<file path="src/rtl/icpu_pkg.sv">
package icpu_pkg;
  localparam int OFF_CTRL  = 'h000;
  localparam int OFF_PMASK = 'h004;
  localparam int OFF_BPT   = 'h008;
  localparam int OFF_ACK   = 'h00C;
  localparam int OFF_EOI   = 'h010;
  localparam int OFF_RUN   = 'h014;
  localparam int OFF_HPEND = 'h018;
  localparam int OFF_STAT  = 'h02C;
  localparam int OFF_IDENT = 'h0FC;
  localparam int ST_W      = 5;
  localparam int SPURIOUS  = 1023;

  typedef enum logic [1:0] {
    ST_RD_HOLE = 2'd0,
    ST_WR_HOLE = 2'd1,
    ST_RD_WO   = 2'd2,
    ST_WR_RO   = 2'd3
  } st_bit_e;
endpackage

</file>
<file path="src/rtl/icpu_prio_stack.sv">
module icpu_prio_stack #(
  parameter int DEPTH  = 4,
  parameter int ID_W   = 24,
  parameter int PRIO_W = 8,
  localparam int CNT_W = $clog2(DEPTH + 1)
) (
  input  logic              clk,
  input  logic              rst_n,
  input  logic              push,
  input  logic [ID_W-1:0]   push_id,
  input  logic [PRIO_W-1:0] push_prio,
  input  logic              pop,
  output logic [ID_W-1:0]   top_id,
  output logic [PRIO_W-1:0] top_prio,
  output logic              empty,
  output logic              full,
  output logic [CNT_W-1:0]  count
);
  logic [ID_W-1:0]   id_mem   [DEPTH];
  logic [PRIO_W-1:0] prio_mem [DEPTH];

  assign empty = (count == '0);
  assign full  = (count == CNT_W'(DEPTH));

  always_ff @(posedge clk or negedge rst_n) begin
    if (!rst_n) count <= '0;
    else if (push && !full) count <= count + 1'b1;
    else if (pop && !empty) count <= count - 1'b1;
  end

  for (genvar i = 0; i < DEPTH; i++) begin : g_slot
    always_ff @(posedge clk or negedge rst_n) begin
      if (!rst_n) begin
        id_mem[i]   <= '0;
        prio_mem[i] <= '1;
      end else if (push && !full && count == CNT_W'(i)) begin
        id_mem[i]   <= push_id;
        prio_mem[i] <= push_prio;
      end
    end
  end

  always_comb begin
    top_id   = '0;
    top_prio = '1;
    for (int i = 0; i < DEPTH; i++) begin
      if (count == CNT_W'(i + 1)) begin
        top_id   = id_mem[i];
        top_prio = prio_mem[i];
      end
    end
  end
endmodule

</file>
<file path="src/rtl/icpu_gate.sv">
module icpu_gate #(
  parameter int PRIO_W = 8,
  localparam int BP_W  = $clog2(PRIO_W)
) (
  input  logic              en,
  input  logic              pend_valid,
  input  logic [PRIO_W-1:0] pend_prio,
  input  logic [PRIO_W-1:0] pmask,
  input  logic [BP_W-1:0]   bpt,
  input  logic [PRIO_W-1:0] run_prio,
  input  logic              stack_full,
  output logic              ok
);
  logic [PRIO_W:0]   low_bits;
  logic [PRIO_W-1:0] grp_mask;
  logic [PRIO_W-1:0] pend_grp;
  logic [PRIO_W-1:0] run_grp;

  always_comb begin
    low_bits = ((PRIO_W + 1)'(2) << bpt) - 1'b1;
    grp_mask = ~low_bits[PRIO_W-1:0];
    pend_grp = pend_prio & grp_mask;
    run_grp  = run_prio & grp_mask;
    ok = en && pend_valid && !stack_full
         && (pend_prio < pmask) && (pend_grp < run_grp);
  end
endmodule

</file>
<file path="src/rtl/icpu_top.sv">
module icpu_top
  import icpu_pkg::*;
#(
  parameter int          DEPTH  = 4,
  parameter int          ID_W   = 24,
  parameter int          PRIO_W = 8,
  parameter int          ADDR_W = 12,
  parameter logic [31:0] IDENT  = 32'h0010_0001,
  localparam int BP_W  = $clog2(PRIO_W),
  localparam int CNT_W = $clog2(DEPTH + 1)
) (
  input  logic              clk,
  input  logic              rst_n,
  input  logic              pend_valid_i,
  input  logic [ID_W-1:0]   pend_id_i,
  input  logic [PRIO_W-1:0] pend_prio_i,
  input  logic              bus_sel_i,
  input  logic              bus_wr_i,
  input  logic [ADDR_W-1:0] bus_addr_i,
  input  logic [31:0]       bus_wdata_i,
  output logic [31:0]       bus_rdata_o,
  output logic              ack_valid_o,
  output logic [ID_W-1:0]   ack_id_o,
  output logic              irq_o
);
  localparam logic [ID_W-1:0] SPUR_ID = ID_W'(SPURIOUS);

  logic              ctrl_en;
  logic [PRIO_W-1:0] pmask_q;
  logic [BP_W-1:0]   bpt_q;
  logic [ST_W-1:0]   status_q;
  logic [ST_W-1:0]   status_d;
  logic [ID_W-1:0]   top_id;
  logic [PRIO_W-1:0] top_prio;
  logic              stk_empty, stk_full;
  logic [CNT_W-1:0]  stk_cnt;
  logic [PRIO_W-1:0] run_prio;
  logic              sig_ok;
  logic              rd, wr;
  logic is_ctrl, is_pmask, is_bpt, is_ack, is_eoi, is_run, is_hpend, is_stat, is_ident;
  logic known, ro_hit;
  logic ack_take, eoi_hit;
  logic [31:0] rd_val;
  logic unused_wdata;

  assign unused_wdata = ^bus_wdata_i[31:ID_W];

  assign rd = bus_sel_i && !bus_wr_i;
  assign wr = bus_sel_i && bus_wr_i;

  always_comb begin
    is_ctrl  = bus_addr_i == ADDR_W'(OFF_CTRL);
    is_pmask = bus_addr_i == ADDR_W'(OFF_PMASK);
    is_bpt   = bus_addr_i == ADDR_W'(OFF_BPT);
    is_ack   = bus_addr_i == ADDR_W'(OFF_ACK);
    is_eoi   = bus_addr_i == ADDR_W'(OFF_EOI);
    is_run   = bus_addr_i == ADDR_W'(OFF_RUN);
    is_hpend = bus_addr_i == ADDR_W'(OFF_HPEND);
    is_stat  = bus_addr_i == ADDR_W'(OFF_STAT);
    is_ident = bus_addr_i == ADDR_W'(OFF_IDENT);
    ro_hit   = is_ack || is_run || is_hpend || is_ident;
    known    = is_ctrl || is_pmask || is_bpt || is_eoi || is_stat || ro_hit;
  end

  assign run_prio = stk_empty ? '1 : top_prio;

  icpu_gate #(.PRIO_W(PRIO_W)) u_gate (
    .en(ctrl_en), .pend_valid(pend_valid_i), .pend_prio(pend_prio_i),
    .pmask(pmask_q), .bpt(bpt_q), .run_prio(run_prio),
    .stack_full(stk_full), .ok(sig_ok)
  );

  assign ack_take = rd && is_ack && sig_ok;
  assign eoi_hit  = wr && is_eoi && !stk_empty && (bus_wdata_i[ID_W-1:0] == top_id);

  icpu_prio_stack #(.DEPTH(DEPTH), .ID_W(ID_W), .PRIO_W(PRIO_W)) u_stack (
    .clk(clk), .rst_n(rst_n),
    .push(ack_take), .push_id(pend_id_i), .push_prio(pend_prio_i),
    .pop(eoi_hit), .top_id(top_id), .top_prio(top_prio),
    .empty(stk_empty), .full(stk_full), .count(stk_cnt)
  );

  always_comb begin
    rd_val = '0;
    if (is_ctrl)  rd_val = 32'(ctrl_en);
    if (is_pmask) rd_val = 32'(pmask_q);
    if (is_bpt)   rd_val = 32'(bpt_q);
    if (is_ack)   rd_val = 32'(sig_ok ? pend_id_i : SPUR_ID);
    if (is_run)   rd_val = 32'(run_prio);
    if (is_hpend) rd_val = 32'(pend_valid_i ? pend_id_i : SPUR_ID);
    if (is_stat)  rd_val = 32'(status_q);
    if (is_ident) rd_val = IDENT;
  end

  always_comb begin
    status_d = status_q;
    if (wr && is_stat) status_d = status_q & ~bus_wdata_i[ST_W-1:0];
    if (rd && !known)  status_d[ST_RD_HOLE] = 1'b1;
    if (wr && !known)  status_d[ST_WR_HOLE] = 1'b1;
    if (rd && is_eoi)  status_d[ST_RD_WO]   = 1'b1;
    if (wr && ro_hit)  status_d[ST_WR_RO]   = 1'b1;
  end

  always_ff @(posedge clk or negedge rst_n) begin
    if (!rst_n) begin
      ctrl_en     <= 1'b0;
      pmask_q     <= '0;
      bpt_q       <= '0;
      status_q    <= '0;
      bus_rdata_o <= '0;
      ack_valid_o <= 1'b0;
      ack_id_o    <= '0;
      irq_o       <= 1'b0;
    end else begin
      status_q    <= status_d;
      bus_rdata_o <= rd ? rd_val : '0;
      ack_valid_o <= ack_take;
      ack_id_o    <= ack_take ? pend_id_i : '0;
      irq_o       <= sig_ok;
      if (wr && is_ctrl)  ctrl_en <= bus_wdata_i[0];
      if (wr && is_pmask) pmask_q <= bus_wdata_i[PRIO_W-1:0];
      if (wr && is_bpt)   bpt_q   <= bus_wdata_i[BP_W-1:0];
    end
  end
endmodule

</file>
<file path="config.mk">
export PLATFORM = sky130hd
export DESIGN_NAME = icpu_top
export DESIGN_NICKNAME = d
export VERILOG_FILES = /design/src/rtl/icpu_pkg.sv /design/src/rtl/icpu_prio_stack.sv /design/src/rtl/icpu_gate.sv /design/src/rtl/icpu_top.sv
export SDC_FILE = /design/constraint.sdc
export NUM_CORES = 1
export LEC_CHECK = 0
export ABC_AREA = 1
export CORE_ASPECT_RATIO = 0.9
export CORE_MARGIN = 2
export CORE_UTILIZATION = 55
export CTS_CLUSTER_SIZE = 10
export DETAILED_ROUTE_END_ITERATION = 16
export GPL_ROUTABILITY_DRIVEN = 0
export GPL_TIMING_DRIVEN = 0
export PLACE_DENSITY_LB_ADDON = 0.15
export SYNTH_ARGS = -nofsm -noshare
export SYNTH_HDL_FRONTEND = slang
export SYNTH_SLANG_ARGS = --single-unit
</file>
<file path="constraint.sdc">
create_clock -name clk -period 7.82 [get_ports clk]
set_clock_uncertainty 0.15 [all_clocks]
set_input_delay 1.955 -clock clk [delete_from_list [all_inputs] [get_ports clk]]
set_output_delay 1.955 -clock clk [all_outputs]
set_load 0.005 [all_outputs]
</file>
---- Word level (Yosys, flattened, before mapping) ----
Cells that the tools add are included.
cells by class
  add/subtract/negate cells ............... 3
  multipliers ............................. 0
  div/mod/pow operators ................... 0
  order comparisons ....................... 2
  eq/ne operators ......................... 13
  shift operators ......................... 1
  mux-type cells .......................... 28
  bitwise logic cells ..................... 5
  reduce and logical (&&, ||, !) cells .... 44
operators with widths
  operator                                                            number
  32-bit 2-to-1 mux                                                   8
  24-bit 2-to-1 mux                                                   7
  8-bit 2-to-1 mux                                                    5
  12-bit by 5-bit == test with 1-bit output, second input constant    3
  1-bit logical AND                                                   25
  12-bit by 4-bit == test with 1-bit output, second input constant    2
  24-bit == test                                                      1
  8-bit bitwise AND                                                   2
  8-bit less-than comparator                                          2
  12-bit by 3-bit == test with 1-bit output, second input constant    1
  12-bit by 6-bit == test with 1-bit output, second input constant    1
  12-bit by 8-bit == test with 1-bit output, second input constant    1
  12-bit zero test                                                    1
  2-bit nonzero test                                                  5
  1-bit logical OR                                                    8
  8-bit NOT                                                           1
  2-bit by 3-bit left shift with 8-bit output, first input constant   1
  8-bit by 1-bit subtractor with 8-bit output, second input constant  1
  3-bit by 2-bit == test with 1-bit output, second input constant     2
  3-bit 2-to-1 mux                                                    2
  5-bit bitwise AND                                                   1
  1-bit 2-to-1 mux                                                    5
  5-bit NOT                                                           1
  1-bit zero test                                                     4
  other kinds (6)                                                     6
word-level totals
  register bits ........................... 206
  latch bits .............................. 0
  RAM bits ................................ 0
  ROM bits ................................ 0
  memories kept ........................... 0

---- Logic depth before layout (Yosys ltp) ----
  word-level depth ........................ 16
  depth in mapped cells ................... 23
  depth with buffers taken out ............ 21

---- Modules after synthesis ----
A second synthesis with hierarchy kept.
unflattened totals
  cell total of the unflattened synthesis .. 1286
  area total of the unflattened synthesis .. 10109.7 sq um
by module, submodules not included
  module           times used  cells each  area an instance (sq um)
  icpu_prio_stack  1           780         6164.7
  icpu_top         1           405         3397.0
  icpu_gate        1           101         548.0

---- Worst setup path before layout ----
No wires, ideal clock.
  path kind ............................... input to register
  from .................................... input port pend_prio_i[5]
  to ...................................... register u_stack.id_mem[34] (netlist name)
  data arrival time ....................... 3.689 ns
  required time ........................... 7.548 ns
  setup slack ............................. 3.859 ns
  cell stages on the path ................. 12
  path buffers ............................ 1
  path through ............................ inv_1 > nor2_1 > ha_1 > a21oi_1 > nor2_1 > nor4_4 > nand4_4 > nor2_8 > nand2_4 > buf_6 > nand2_1 > o21ai_2
between the ends
  longest elaborated chain between the ends .. 6
  elaborated cells between the ends (all ways) .. 8
  those cells by class .................... 2 x order compare; 1 x bitwise; 5 x reduce/logical
ends and longest elaborated chain
  what                                                                    RTL line                          source
  start, declared                                                         icpu_top.sv:16                    input logic [PRIO_W-1:0] pend_prio_i,
  8-bit bitwise AND / 8-bit less-than comparator (equally long branches)  icpu_gate.sv:22, icpu_gate.sv:25
  8-bit less-than comparator / 1-bit logical AND (equally long branches)  icpu_gate.sv:25                   && (pend_prio < pmask) && (pend_grp < run_grp);
  1-bit logical AND *                                                     icpu_gate.sv:25
  1-bit logical AND *                                                     icpu_top.sv:73                    assign ack_take = rd && is_ack && sig_ok;
  net ack_take                                                            icpu_top.sv:42                    logic ack_take, eoi_hit;
  1-bit logical AND * (2 in series)                                       icpu_prio_stack.sv:36             end else if (push && !full && count == CNT_W'(i)) begin
  end signal, assigned by index                                           icpu_prio_stack.sv:37             id_mem[i] <= push_id;
  end, declared                                                           icpu_prio_stack.sv:19             logic [ID_W-1:0] id_mem [DEPTH];
The timed path passes the listed nets; every way through them passes the cells marked *.
A chain may end at the register's enable or synchronous reset.

---- Worst setup path in the final report ----
  from .................................... register u_stack.count[0]
  to ...................................... register u_stack.id_mem[21] (netlist name)
between the ends
  longest elaborated chain between the ends .. 12
  elaborated cells between the ends (all ways) .. 19
  those cells by class .................... 1 x order compare; 4 x eq/ne; 5 x mux; 1 x bitwise; 8 x reduce/logical
ends and longest elaborated chain
  what                                      RTL line               source
  start, declared                           icpu_prio_stack.sv:17  output logic [CNT_W-1:0] count
  start signal, assigned                    icpu_prio_stack.sv:27  else if (push && !full) count <= count + 1'b1;
  start signal, assigned                    icpu_prio_stack.sv:28  else if (pop && !empty) count <= count - 1'b1;
  3-bit by 1-bit == test with 1-bit output  icpu_prio_stack.sv:47  if (count == CNT_W'(i + 1)) begin
  8-bit 2-to-1 mux (4 in series)            icpu_prio_stack.sv:47
  8-bit 2-to-1 mux                          icpu_top.sv:65         assign run_prio = stk_empty ? '1 : top_prio;
  8-bit bitwise AND                         icpu_gate.sv:23        run_grp = run_prio & grp_mask;
  8-bit less-than comparator                icpu_gate.sv:25
  1-bit logical AND *                       icpu_gate.sv:25
  1-bit logical AND *                       icpu_top.sv:73
  net ack_take                              icpu_top.sv:42
  1-bit logical AND * (2 in series)         icpu_prio_stack.sv:36
Marked as above.

==> results.py <==
metrics = {
    "logic_synthesis": {
        "synthTopCellsByArea": "dfrtp_1 41%, nand2_1 14%, dfstp_2 8.3%",
        "synth.distinct_cells": 44,
        "syn-instance-count": 1234,
        "synthesis.area_mm2": 0.0102,
        "ys_seq_area_share_pct": 49.2,
        "synth_top_cell_by_area": "dfrtp_1",
        "netlist.area_leader.share_pct": 40.9,
        "yosys_warnings": 0,
        "avgSynthCellArea_um2": 8.23,
        "synth-seq-cells": 198,
    },
    "final_layout": {
        "final_layout_size_suffix_gt1_share_pct": 14.0,
        "fill_cells": 1555,
        "diodes": 0,
        "synthToLayoutAreaGrowth_pct": 21.6,
        "final_cells": 1641,
        "final_area_mm2": 0.0123,
        "fin_nets": 1483,
    },
    "setup_path": {
        "critPathKind": "flip-flop to flip-flop",
        "crit_arrival_ns": 5.19,
        "crit_path_end_kind": "flip-flop",
        "startpoint_type": "flip-flop",
        "required_ns": 7.99,
        "rrSetupSlack_ns": 2.81,
        "path_max_fanout": 10,
    },
    "power_and_ir_drop": {
        "vdd_drop_max_v": 0.000135,
        "cellLeakagePower_nw": 5.93,
        "pwr_density_cell_mw_per_mm2": 167,
        "power_mw": 2.06,
    },
    "place": {
        "placed_area_mm2": 0.0117,
        "post-dp-hpwl_um": 21300,
        "dp.cells": 1609,
        "io_buffer_count": 122,
        "place_ws_ns": 2.94,
    },
    "floorplan": {
        "rows": 47,
        "core_area_mm2": 0.0182,
        "start_util_pct": 55.7,
        "design.die.area_mm2": 0.0196,
        "die_x_um": 147,
        "die_h_um": 133,
        "ios": 139,
    },
    "route": {
        "drtPass1Iterations": 8,
        "drt-initial-drc-count": 1027,
        "routed_wl_um": 29700,
        "drc_errors": 0,
        "ant_nets": 0,
        "vias": 9022,
        "avgRoutedWirePerCell_um": 18.1,
        "vias_per_cell": 5.50,
    },
    "sta": {
        "setup_viol": 0,
        "hold_viol_final": 0,
        "grt_setup_unrepaired": "no",
        "min_period_ns": 5.01,
        "setup_slack_ns": 2.81,
        "worstMarginPinSlew_ns": 0.748,
        "holdWs_ns": 0.324,
        "relSlewSlack_pct": 50.1,
        "maxSlewViolCount": 0,
        "finalCritPeriodShare_pct": 64.1,
        "fmax_mhz": 199,
    },
    "clock_tree": {
        "clk_latency_ns": 0.45,
        "post_cts_resized": 0,
        "ctsHoldBuffers": 0,
        "cts.sinks": 198,
        "numCtsBuffers": 17,
        "clk_pin_slew_ns": 0.08,
        "clockBufferDepth": 2,
        "cts_tree": "built",
        "cts-root-buf": "clkbuf_16",
        "h-tree-depth": 4,
        "cts_setup_buffers": 0,
    },
    "global_routing": {
        "grt_pass1_vias": 8719,
        "antenna_found_initial": 0,
        "grt_first_pass_wirelength_um": 47200,
        "grt-ovfl-total": 0,
        "grt_max_degree": 126,
        "grt_use_total_pct": 31.5,
    },
    "job": {
        "drv_cap": 0,
    },
    "outcome": {
        "outcome": "finished clean",
    },
    "hold_path": {
        "min_path_type": "flip-flop to flip-flop",
    },
}
## per-layer routing
metal	part of all wire, %	GRT usage, %	vias to the layer above
li1	-	-	4277
met1	43	44.9	4280
met2	46	48.1	420
met3	9.6	8.45	45
met5	0	0	-
met4	1.8	8.33	0
## kinds of logic after synthesis
kind of cell | share of synthesized area (%)
flip-flops | 49.2
adder cells (fa/ha/maj) | 2.34
XOR/XNOR | 0.259
AO/OA/AOI/OAI | 13.4
AND/OR/NAND/NOR | 25.6
buffers and inverters | 9.13
other | 0.0369
## cell usage in the layout (no fill, tap or decap), types with 2 or more instances in the layout
master,n
o21bai_1,6
nor3_1,7
dfstp_2,32
clkbuf_16,17
clkbuf_1,6
buf_6,25
o221ai_1,6
nor4_1,16
o21ai_1,96
nand3b_1,3
inv_1,115
o21ai_0,54
buf_2,16
nand3_1,61
nand2_2,4
nor2_2,4
a21o_1,5
clkinvlp_4,2
nor2_4,4
conb_1,8
a21oi_1,24
or2_2,20
nand4_1,4
o21ai_2,30
a31oi_1,6
dfrtp_1,166
inv_8,2
buf_4,12
ha_1,19
clkinv_4,2
bufinv_16,2
o22ai_1,3
inv_6,5
xor2_1,3
nor2_1,87
clkdlybuf4s50_1,121
inv_2,4
nand2_1,378
nand2_4,5
## state kept, by name, indices dropped and copies added, names as in the netlist
signal / count
ack_id_o: 24
pmask_q: 8
ctrl_en: 1
bpt_q: 3
u_stack.count: 3
irq_o: 1
u_stack.prio_mem: 32
u_stack.id_mem: 96
status_q: 5
ack_valid_o: 1
bus_rdata_o: 24
## final timing paths
check / from / end / cells after the start
worst max register to register: u_stack.count[0] / u_stack.id_mem[21] / 19
worst min register to register: u_stack.prio_mem[28] / u_stack.prio_mem[28] / 2
max in group asynchronous: rst_n / bus_rdata_o[0] / 2
worst min-delay path: u_stack.prio_mem[28] / u_stack.prio_mem[28] / 2
min in group asynchronous: rst_n / ack_id_o[16] / 1
worst max-delay path: u_stack.count[0] / u_stack.id_mem[21] / 19
## critical path, stage by stage, from the launching register on
cell and delay, ns:
dfrtp_1 0.41, inv_1 0.12, ha_1 0.20, buf_2 0.19, nand2_4 0.16, clkbuf_1 0.53, buf_2 0.38, o21ai_0 0.13
o21ai_0 0.48, o21ai_0 0.19, ha_1 0.25, nor2_1 0.10, nand3_1 0.12, nor4_4 0.35, nand4_4 0.28, nor2_8 0.30
nand2_4 0.19, buf_6 0.20, nand2_1 0.06, o21ai_1 0.06
## synth_stat cells (all sizes together)
library cell    n
xor2            3
a22o            1
o221ai          6
nor4           17
o21ai         180
nor2           96
nor3            8
a31oi           6
a21boi          1
o22ai           3
o21bai          6
and3            1
dfstp          32
or2            21
a21o            5
o211ai          1
inv           120
ha             19
o22a            1
nand4           5
a21oi          24
nand3b          3
nand2         387
buf            53
dfrtp         166
conb            1
clkbuf          6
nand3          61
a211oi          1
## per-stage QoR
| step | TNS [ns] | util, % |
|---|---|---|
| after floorplan | 0 | - |
| after global placement | -631.31 | 64.2 |
| after detailed placement | 0 | 64.4 |
| after CTS | 0 | 67.7 |
| after global routing | 0 | 67.7 |
| final | 0 | 67.7 |
## power by group
part | total (mW) | internal [mW] | switching (mW)
Sequential | 1.02 | 1.02 | 0.000245
Clock | 0.916 | 0.490 | 0.426
Combinational | 0.120 | 0.0484 | 0.0714
Total | 2.06 | 1.56 | 0.498
## cell type report
type	instances	area [um^2]	area share, %
plain buffers	59	474	3.84
clock buffers	18	439	3.56
clock inverters	14	164	1.33
inverters	120	453	3.67
multi-input cells	864	4260	34.5
flip-flops and latches	198	4990	40.4
well taps	245	307	2.48
repair buffers	123	1250	10.2
Power figures use the tool's default switching activity.
